**src/rtl/bootmap_pkg.sv**
```systemverilog
package bootmap_pkg;
  localparam int ADDR_W    = 32;
  localparam int REGION_W  = 4;
  localparam int N_ASYNC   = 8;
  localparam int N_SYNC    = 4;
  localparam int INT_REGION  = 8;
  localparam int SYNC_REGION = 12;
  localparam int CARD_FIRST  = 6;
  localparam int CARD_COUNT  = 2;

  typedef enum logic [1:0] {
    BW_8  = 2'd0,
    BW_16 = 2'd1,
    BW_32 = 2'd2
  } bus_width_e;
endpackage

```
**src/rtl/strap_latch.sv**
```systemverilog
module strap_latch
  import bootmap_pkg::*;
(
  input  logic       clk,
  input  logic       por_n,
  input  logic       pin_sync,
  input  logic [1:0] pin_width,
  input  logic       remap_clr,
  output logic       boot_sync,
  output bus_width_e boot_width,
  output logic       boot_srom,
  output logic       mode_init_req,
  output logic       remap_on
);
  logic       sync_q;
  logic [1:0] wid_q;
  logic       remap_q;

  // Straps follow the pins only while reset is held.
  always_ff @(posedge clk) begin
    if (!por_n) begin
      sync_q  <= pin_sync;
      wid_q   <= pin_width;
      remap_q <= 1'b1;
    end else if (remap_clr) begin
      remap_q <= 1'b0;
    end
  end

  always_comb begin
    if (sync_q) begin
      boot_width = wid_q[1] ? BW_32 : BW_16;
      boot_srom  = wid_q[0];
    end else begin
      boot_srom  = 1'b0;
      unique case (wid_q)
        2'b00:   boot_width = BW_8;
        2'b01:   boot_width = BW_16;
        default: boot_width = BW_32;
      endcase
    end
  end

  assign boot_sync     = sync_q;
  assign mode_init_req = sync_q;
  assign remap_on      = remap_q;
endmodule

```
**src/rtl/bank_decode.sv**
```systemverilog
module bank_decode #(
  parameter int ADDR_W      = 32,
  parameter int REGION_W    = 4,
  parameter int N_ASYNC     = 8,
  parameter int N_SYNC      = 4,
  parameter int INT_REGION  = 8,
  parameter int SYNC_REGION = 12,
  parameter int CARD_FIRST  = 6,
  parameter int CARD_COUNT  = 2,
  localparam int OFF_W      = ADDR_W - REGION_W,
  localparam int N_BANK     = N_ASYNC + N_SYNC
) (
  input  logic [ADDR_W-1:0] addr,
  input  logic              boot_sync,
  input  logic              remap_on,
  output logic [N_BANK-1:0] sel,
  output logic [OFF_W-1:0]  offset,
  output logic              card,
  output logic              intl,
  output logic              err
);
  logic [REGION_W-1:0] region;
  logic                alias_hit;

  assign region    = addr[ADDR_W-1 -: REGION_W];
  assign alias_hit = remap_on && boot_sync && (region == '0);

  genvar gi;
  generate
    for (gi = 0; gi < N_ASYNC; gi++) begin : g_async
      if (gi == 0) begin : g_zero
        assign sel[gi] = (region == REGION_W'(gi)) && !alias_hit;
      end else begin : g_rest
        assign sel[gi] = (region == REGION_W'(gi));
      end
    end
    for (gi = 0; gi < N_SYNC; gi++) begin : g_sync
      if (gi == N_SYNC - 1) begin : g_boot
        assign sel[N_ASYNC+gi] = (region == REGION_W'(SYNC_REGION + gi)) || alias_hit;
      end else begin : g_plain
        assign sel[N_ASYNC+gi] = (region == REGION_W'(SYNC_REGION + gi));
      end
    end
  endgenerate

  assign intl   = (region == REGION_W'(INT_REGION));
  assign err    = !(|sel) && !intl;
  assign card   = |sel[CARD_FIRST +: CARD_COUNT];
  assign offset = err ? '0 : addr[OFF_W-1:0];
endmodule

```
**src/rtl/out_stage.sv**
```systemverilog
module out_stage #(
  parameter int W = 8
) (
  input  logic         clk,
  input  logic         rst_n,
  input  logic         in_valid,
  output logic         in_ready,
  input  logic [W-1:0] in_data,
  output logic         out_valid,
  input  logic         out_ready,
  output logic [W-1:0] out_data
);
  logic         vld_q;
  logic [W-1:0] dat_q;

  assign in_ready = !vld_q || out_ready;

  always_ff @(posedge clk) begin
    if (!rst_n) begin
      vld_q <= 1'b0;
      dat_q <= '0;
    end else if (in_ready) begin
      vld_q <= in_valid;
      if (in_valid) dat_q <= in_data;
    end
  end

  assign out_valid = vld_q;
  assign out_data  = dat_q;
endmodule

```
**src/rtl/bootmap_decode.sv**
```systemverilog
module bootmap_decode
  import bootmap_pkg::*;
#(
  parameter int AW         = ADDR_W,
  parameter int RW         = REGION_W,
  parameter int NA         = N_ASYNC,
  parameter int NS         = N_SYNC,
  localparam int OW        = AW - RW,
  localparam int NB        = NA + NS,
  localparam int PW        = NB + OW + 3
) (
  input  logic          clk,
  input  logic          por_n,
  input  logic          strap_sync,
  input  logic [1:0]    strap_width,
  input  logic          remap_clr,
  input  logic          addr_valid,
  output logic          addr_ready,
  input  logic [AW-1:0] addr,
  output logic          sel_valid,
  input  logic          sel_ready,
  output logic [NB-1:0] bank_sel,
  output logic [OW-1:0] bank_offset,
  output logic          sel_card,
  output logic          sel_internal,
  output logic          dec_err,
  output logic          boot_sync,
  output logic [1:0]    boot_width,
  output logic          boot_srom,
  output logic          mode_init_req
);
  bus_width_e    width_e;
  logic          remap_on;
  logic [NB-1:0] d_sel;
  logic [OW-1:0] d_off;
  logic          d_card, d_intl, d_err;
  logic [PW-1:0] q_bus;

  strap_latch u_straps (
    .clk          (clk),
    .por_n        (por_n),
    .pin_sync     (strap_sync),
    .pin_width    (strap_width),
    .remap_clr    (remap_clr),
    .boot_sync    (boot_sync),
    .boot_width   (width_e),
    .boot_srom    (boot_srom),
    .mode_init_req(mode_init_req),
    .remap_on     (remap_on)
  );
  assign boot_width = width_e;

  bank_decode #(
    .ADDR_W     (AW),
    .REGION_W   (RW),
    .N_ASYNC    (NA),
    .N_SYNC     (NS),
    .INT_REGION (INT_REGION),
    .SYNC_REGION(SYNC_REGION),
    .CARD_FIRST (CARD_FIRST),
    .CARD_COUNT (CARD_COUNT)
  ) u_dec (
    .addr     (addr),
    .boot_sync(boot_sync),
    .remap_on (remap_on),
    .sel      (d_sel),
    .offset   (d_off),
    .card     (d_card),
    .intl     (d_intl),
    .err      (d_err)
  );

  out_stage #(.W(PW)) u_out (
    .clk      (clk),
    .rst_n    (por_n),
    .in_valid (addr_valid),
    .in_ready (addr_ready),
    .in_data  ({d_sel, d_off, d_card, d_intl, d_err}),
    .out_valid(sel_valid),
    .out_ready(sel_ready),
    .out_data (q_bus)
  );

  assign {bank_sel, bank_offset, sel_card, sel_internal, dec_err} = q_bus;
endmodule

```
**config.mk**
```make
export PLATFORM = sky130hd
export DESIGN_NAME = bootmap_decode
export DESIGN_NICKNAME = d
export VERILOG_FILES = /design/src/rtl/bootmap_pkg.sv /design/src/rtl/strap_latch.sv /design/src/rtl/bank_decode.sv /design/src/rtl/out_stage.sv /design/src/rtl/bootmap_decode.sv
export SDC_FILE = /design/constraint.sdc
export NUM_CORES = 1
export LEC_CHECK = 0
export BUFFER_PORTS_ARGS = -buffer_cell sky130_fd_sc_hd__buf_2
export CELL_PAD_IN_SITES_DETAIL_PLACEMENT = 1
export CELL_PAD_IN_SITES_GLOBAL_PLACEMENT = 2
export CORE_ASPECT_RATIO = 1.1
export CORE_MARGIN = 2
export CORE_UTILIZATION = 26
export DETAILED_ROUTE_END_ITERATION = 8
export PLACE_DENSITY_LB_ADDON = 0.12
export SETUP_SLACK_MARGIN = 0.15
export SLEW_MARGIN = 20
export SYNTH_ARGS = -nofsm -noshare
export SYNTH_HDL_FRONTEND = slang
export SYNTH_SLANG_ARGS = --single-unit
```
**constraint.sdc**
```tcl
create_clock -name clk -period 3.4 [get_ports clk]
set_input_delay 0.17 -clock clk [delete_from_list [all_inputs] [get_ports clk]]
set_output_delay 0.17 -clock clk [all_outputs]
set_load 0.02 [all_outputs]
```
Word-level counts from Yosys, hierarchy flattened
Index checks and enable logic that the tools add are counted.

Register bits after elaboration: 48. Bits in latches: 0. Memory bits (read-only): 0. Memories: 0. Word-level logic and storage cells: 38. Output and inout port bits: 50. Bits in writable memories: 0. Input bits: 40.

Add/sub/neg operators: 0. Bitwise logic cells: 0. Muxes and demuxes: 5. Divide/modulo/power cells: 0. Magnitude comparators: 0. Shifts and indexed selects: 0. Equality and inequality tests: 13. Reduce and logical (&&, ||, !) cells: 15. Multipliers: 0.

Operator list (count): $mux 28 (1); $eq 4x4->1 const B (5); $eq 4x3->1 const B (4); $reduce_or 12->1 (1); $eq 4x2->1 const B (2); $eq 4x1->1 const B (1); $logic_and 1x1->1 (4); $logic_not 1->1 (4); $logic_not 4->1 (1); $mux 2 (2); $pmux 2 s2 (1); $eq 2x1->1 const B (1); $logic_not 2->1 (1); $logic_or 1x1->1 (2); $reduce_and 2->1 (1); $reduce_or 2->1 (1); $mux 1 (1).

Longest topological paths before layout
Word-level depth: 8. Depth in mapped cells: 6. Mapped depth without buffers: 4.

Hierarchy
Synthesis repeated with hierarchy kept, for this count alone.

Cell total of the unflattened synthesis: 263. Area, all modules: 2326.0 um2.

By module, submodules not included: out_stage (instances 1, cells each 192, sequential area each 880.8 um2, area an instance 1811.7 um2); bank_decode (instances 1, cells each 59, sequential area each 0.0 um2, area an instance 362.8 um2); strap_latch (instances 1, cells each 12, sequential area each 110.1 um2, area an instance 151.4 um2).

Least setup slack after synthesis
OpenSTA, ideal clock, no wires.

Path kind: register to register. Start point: register u_out.vld_q, in the netlist u_out.out_valid. End point: register u_out.dat_q[18], in the netlist u_out.out_data[18]. Library setup time: 0.131 ns. Slack: 2.076 ns. Buffers on the path: 1. Data required time: 3.269 ns. Cell stages (with the launch flop): 6. Data arrival time: 1.192 ns. Period minus slack after synthesis: 1.324 ns. Cells stage by stage: dfxtp_1 nor2b_2 inv_2 o311ai_4 buf_6 o22ai_1.

Cells in the longest elaborated chain, start to end: 3.

RTL lines: start, declared (line out_stage.sv:13) `logic vld_q;`; start signal, assigned (line out_stage.sv:23) `vld_q <= in_valid;`; $logic_not 1->1 (line out_stage.sv:16) `assign in_ready = !vld_q || out_ready;`; $logic_or 1x1->1 (line out_stage.sv:16); $reduce_and 2->1 (no source line); end signal, assigned (line out_stage.sv:24) `if (in_valid) dat_q <= in_data;`; end, declared (line out_stage.sv:14) `logic [W-1:0] dat_q;`.

No other way between the ends. A chain may end at the register's enable or synchronous reset.

Worst setup path in the final report
Start point: register u_out.vld_q, in the netlist u_out.out_valid. End point: register u_out.dat_q[11], in the netlist u_out.out_data[11].

Same word-level chain as after synthesis.

==> out/qor.json <==
{
  "routed_wirelength_normalized_by_instance_count": {"value": 13.83, "unit": "um"},
  "crit_required": {"value": 3.59, "unit": "ns"},
  "synth_seq_cells": {"value": 48},
  "floorplan.die.height": {"value": 93.05, "unit": "um"},
  "grt_first_pass_wirelength": {"value": 8.611, "unit": "mm"},
  "cts.reportedPaths.clkPinSlew": {"value": 0.09, "unit": "ns"},
  "setup_ws": {"value": 1.436, "unit": "ns"},
  "cts_tree": {"value": "yes"},
  "synth.top_cells.by_count": {"value": "57 x nand2_1, 45 x dfxtp_1, 27 x o22ai_1"},
  "cts_setup_buffers": {"value": 0},
  "grt_start_max_net_pins": {"value": 58},
  "finalSetupViolCount": {"value": 0},
  "crit_chain": {"value": "nor2b_2 -> inv_2 -> o311ai_4 -> buf_4 -> o22ai_1"},
  "ant_nets": {"value": 0},
  "finalHoldViolCount": {"value": 0},
  "avgViaCountPerCell": {"value": 4.727},
  "cts_buffers": {"value": 5},
  "postSynth.topFlopCell": {"value": "dfxtp_1"},
  "met2_usage": {"value": 0.2109},
  "cts_hold_repair.buffers": {"value": 0},
  "syn_nets": {"value": 259},
  "wl": {"value": 5.323, "unit": "mm"},
  "status": {"value": "finished, final reports clean"},
  "grt_antenna_before_repair": {"value": 0},
  "critPathArrivalTime": {"value": 2.15, "unit": "ns"},
  "final_layout_size_suffix_gt1_frac": {"value": 0.3567},
  "post-route-period-util": {"value": 0.5777},
  "grt_use_met1": {"value": 0.1764},
  "tritoncts_num_sinks": {"value": 48},
  "grt.busiest_layer": {"value": "met2"},
  "clock_tree.htree_level_count": {"value": 2},
  "floorplan.initialDensity": {"value": 0.2675},
  "globalRouteOverflowTotal": {"value": 0},
  "first_global_vias": {"value": 1799},
  "gp_congestion": {"value": 0.7529},
  "timing.setup.tns": {"value": 0, "unit": "ns"},
  "endpoint_kind": {"value": "register"},
  "drcViolationCount": {"value": 0},
  "std_cell_rows": {"value": 32},
  "synth_largest_type_area_fraction": {"value": 0.4806},
  "fin_max_slew_vios": {"value": 0},
  "synth_cell_type_count": {"value": 26},
  "die_w": {"value": 84.96, "unit": "um"},
  "syn_to_final_growth": {"value": 30.57, "unit": "%"},
  "design.final.nets": {"value": 339},
  "setup.worst_path.class": {"value": "register to register"},
  "leading_post_synthesis_cells_by_cell_area": {"value": "dfxtp_1 48%, nand2_1 11%, o22ai_1 9.0%"},
  "io_buffer_count": {"value": 89},
  "irDropWorstVdd": {"value": 0.1566, "unit": "mV"},
  "path_delay_family": {"value": "buffers and inverters"},
  "vias": {"value": 1820},
  "synth-edff-count": {"value": 3},
  "postSynthAreaPerCell": {"value": 8.558, "unit": "um^2"},
  "die_area": {"value": 7905, "unit": "um^2"},
  "final_period_minus_worst_setup_slack": {"value": 1.964, "unit": "ns"},
  "synth.yosys.seq_area_share": {"value": 0.5287},
  "buffer_type_at_the_clock_tree_root": {"value": "clkbuf_8"},
  "hpwlAfterDp": {"value": 3.660, "unit": "mm"},
  "dr.first_iter.drc_count": {"value": 83},
  "crit_buf_inv": {"value": 2},
  "post-synth-top-count-cell": {"value": "nand2_1"},
  "fmax": {"value": 0.5091, "unit": "GHz"},
  "antennaDiodeCount": {"value": 0},
  "count_of_instances_resized_after_the_clock_tree_is_built": {"value": 0},
  "number_of_warnings_printed_during_yosys_synthesis": {"value": 0},
  "cp_slowest_cell": {"value": "nor2b_2"},
  "setup_repair_after_global_routing_missed_its_margin": {"value": "false"},
  "worstReg2RegStart": {"value": "u_out.out_valid"},
  "syn_area": {"value": 1874, "unit": "um^2"},
  "crit_fanout": {"value": 20},
  "clock_latency_on_the_worst_skew_pair": {"value": 0.31, "unit": "ns"},
  "coreArea": {"value": 7007, "unit": "um^2"},
  "cellPowerDensity": {"value": 473.0, "unit": "nW/um^2"},
  "dp_worst_setup_slack": {"value": 1.461, "unit": "ns"},
  "hold_path.class": {"value": "input port to register"},
  "synth_cells": {"value": 219},
  "num_io_pins": {"value": 90},
  "start_kind": {"value": "register"},
  "asyncSetResetFlopFracSynth": {"value": 0},
  "critical_path.max_stage_delay": {"value": 0.53, "unit": "ns"},
  "detail_route.first_pass.iterations": {"value": 4},
  "finalClockSkew": {"value": 0.01049, "unit": "ns"},
  "hold_path.startpoint": {"value": "remap_clr"},
  "static-leakage-power": {"value": 0.001079, "unit": "uW"},
  "maxSlewHeadroom": {"value": 0.5840},
  "clockBufferDepth": {"value": 2},
  "gr-usage-met3": {"value": 0.04237},
  "post-route-util": {"value": 0.3493},
  "worstMarginPinSlew": {"value": 0.6213, "unit": "ns"},
  "gr-usage-all-layers": {"value": 0.1354},
  "cap_viol_max_count": {"value": 0},
  "worst_setup_path_startpoint": {"value": "u_out.out_valid"},
  "post-synth-top-area-cell": {"value": "dfxtp_1"}
}
-- power breakdown --
group / internal, uW / switching, uW / leakage, uW
registers: 596 / 14.1 / 0.000397
clock network: 166 / 202 / 0.0000477
logic: 62.8 / 118 / 0.000634
total: 824 / 334 / 0.00108
-- cell families after synthesis --
group,Yosys count,share of synthesized area
simple gates,84,0.2009
buf+inv,24,0.06341
flops,48,0.5287
compound gates,63,0.2069
-- worst paths after layout --
kind	slack (ns)	cells after the start	endpoint
setup / recovery	1.44	5	u_out.out_data[11]
hold / removal	0.04	2	u_straps.remap_on
setup reg to reg	1.44	5	u_out.out_data[11]
hold reg to reg	0.47	2	u_out.out_data[17]
-- per-layer routing --
metal,routed length (um),share of wire
met1,2471,0.46
met2,2413,0.45
met3,361,0.068
met4,76,0.014
met5,0,0
-- layout by cell type, fill, tap and decap left out, types with 6 or more instances in the layout --
master    instances
buf_2            89
nand2_1          57
dfxtp_1          45
o22ai_1          27
a21oi_1          16
o21ai_0          15
nand4_1          14
clkbuf_8          6
-- per-stage QoR --
stage | instance area (um^2) | cells | power (uW) | hold slack, ns
2_1_floorplan | 1874 | 219 | 737.2 | 0.2689
3_3_place_gp | 2351 | 377 | 805.3 | 0.3484
3_5_place_dp | 2351 | 377 | 807.1 | 0.3539
4_1_cts | 2447 | 385 | 1175 | 0.02693
5_1_grt | 2447 | 385 | 1212 | 0.03325
6_report | 2447 | 385 | 1158 | 0.03688
-- registers in the layout (all words and copies together), names as in the netlist --
name / count
u_out.out_data: 43
u_straps.wid_q: 2
u_out.out_valid: 1
u_straps.boot_sync: 1
u_straps.remap_on: 1
-- final cells by class --
| cell class | count | area [um^2] |
|---|---|---|
| clock inverters | 2 | 13.76 |
| fillers | 868 | 4559 |
| inverters | 5 | 18.77 |
| well taps | 85 | 106.4 |
| repair buffers | 92 | 467.9 |
| multi-input cells | 147 | 767.0 |
| clock buffers | 6 | 82.58 |
| flip-flops and latches | 48 | 991.0 |
Power figures use the tool's default switching activity.
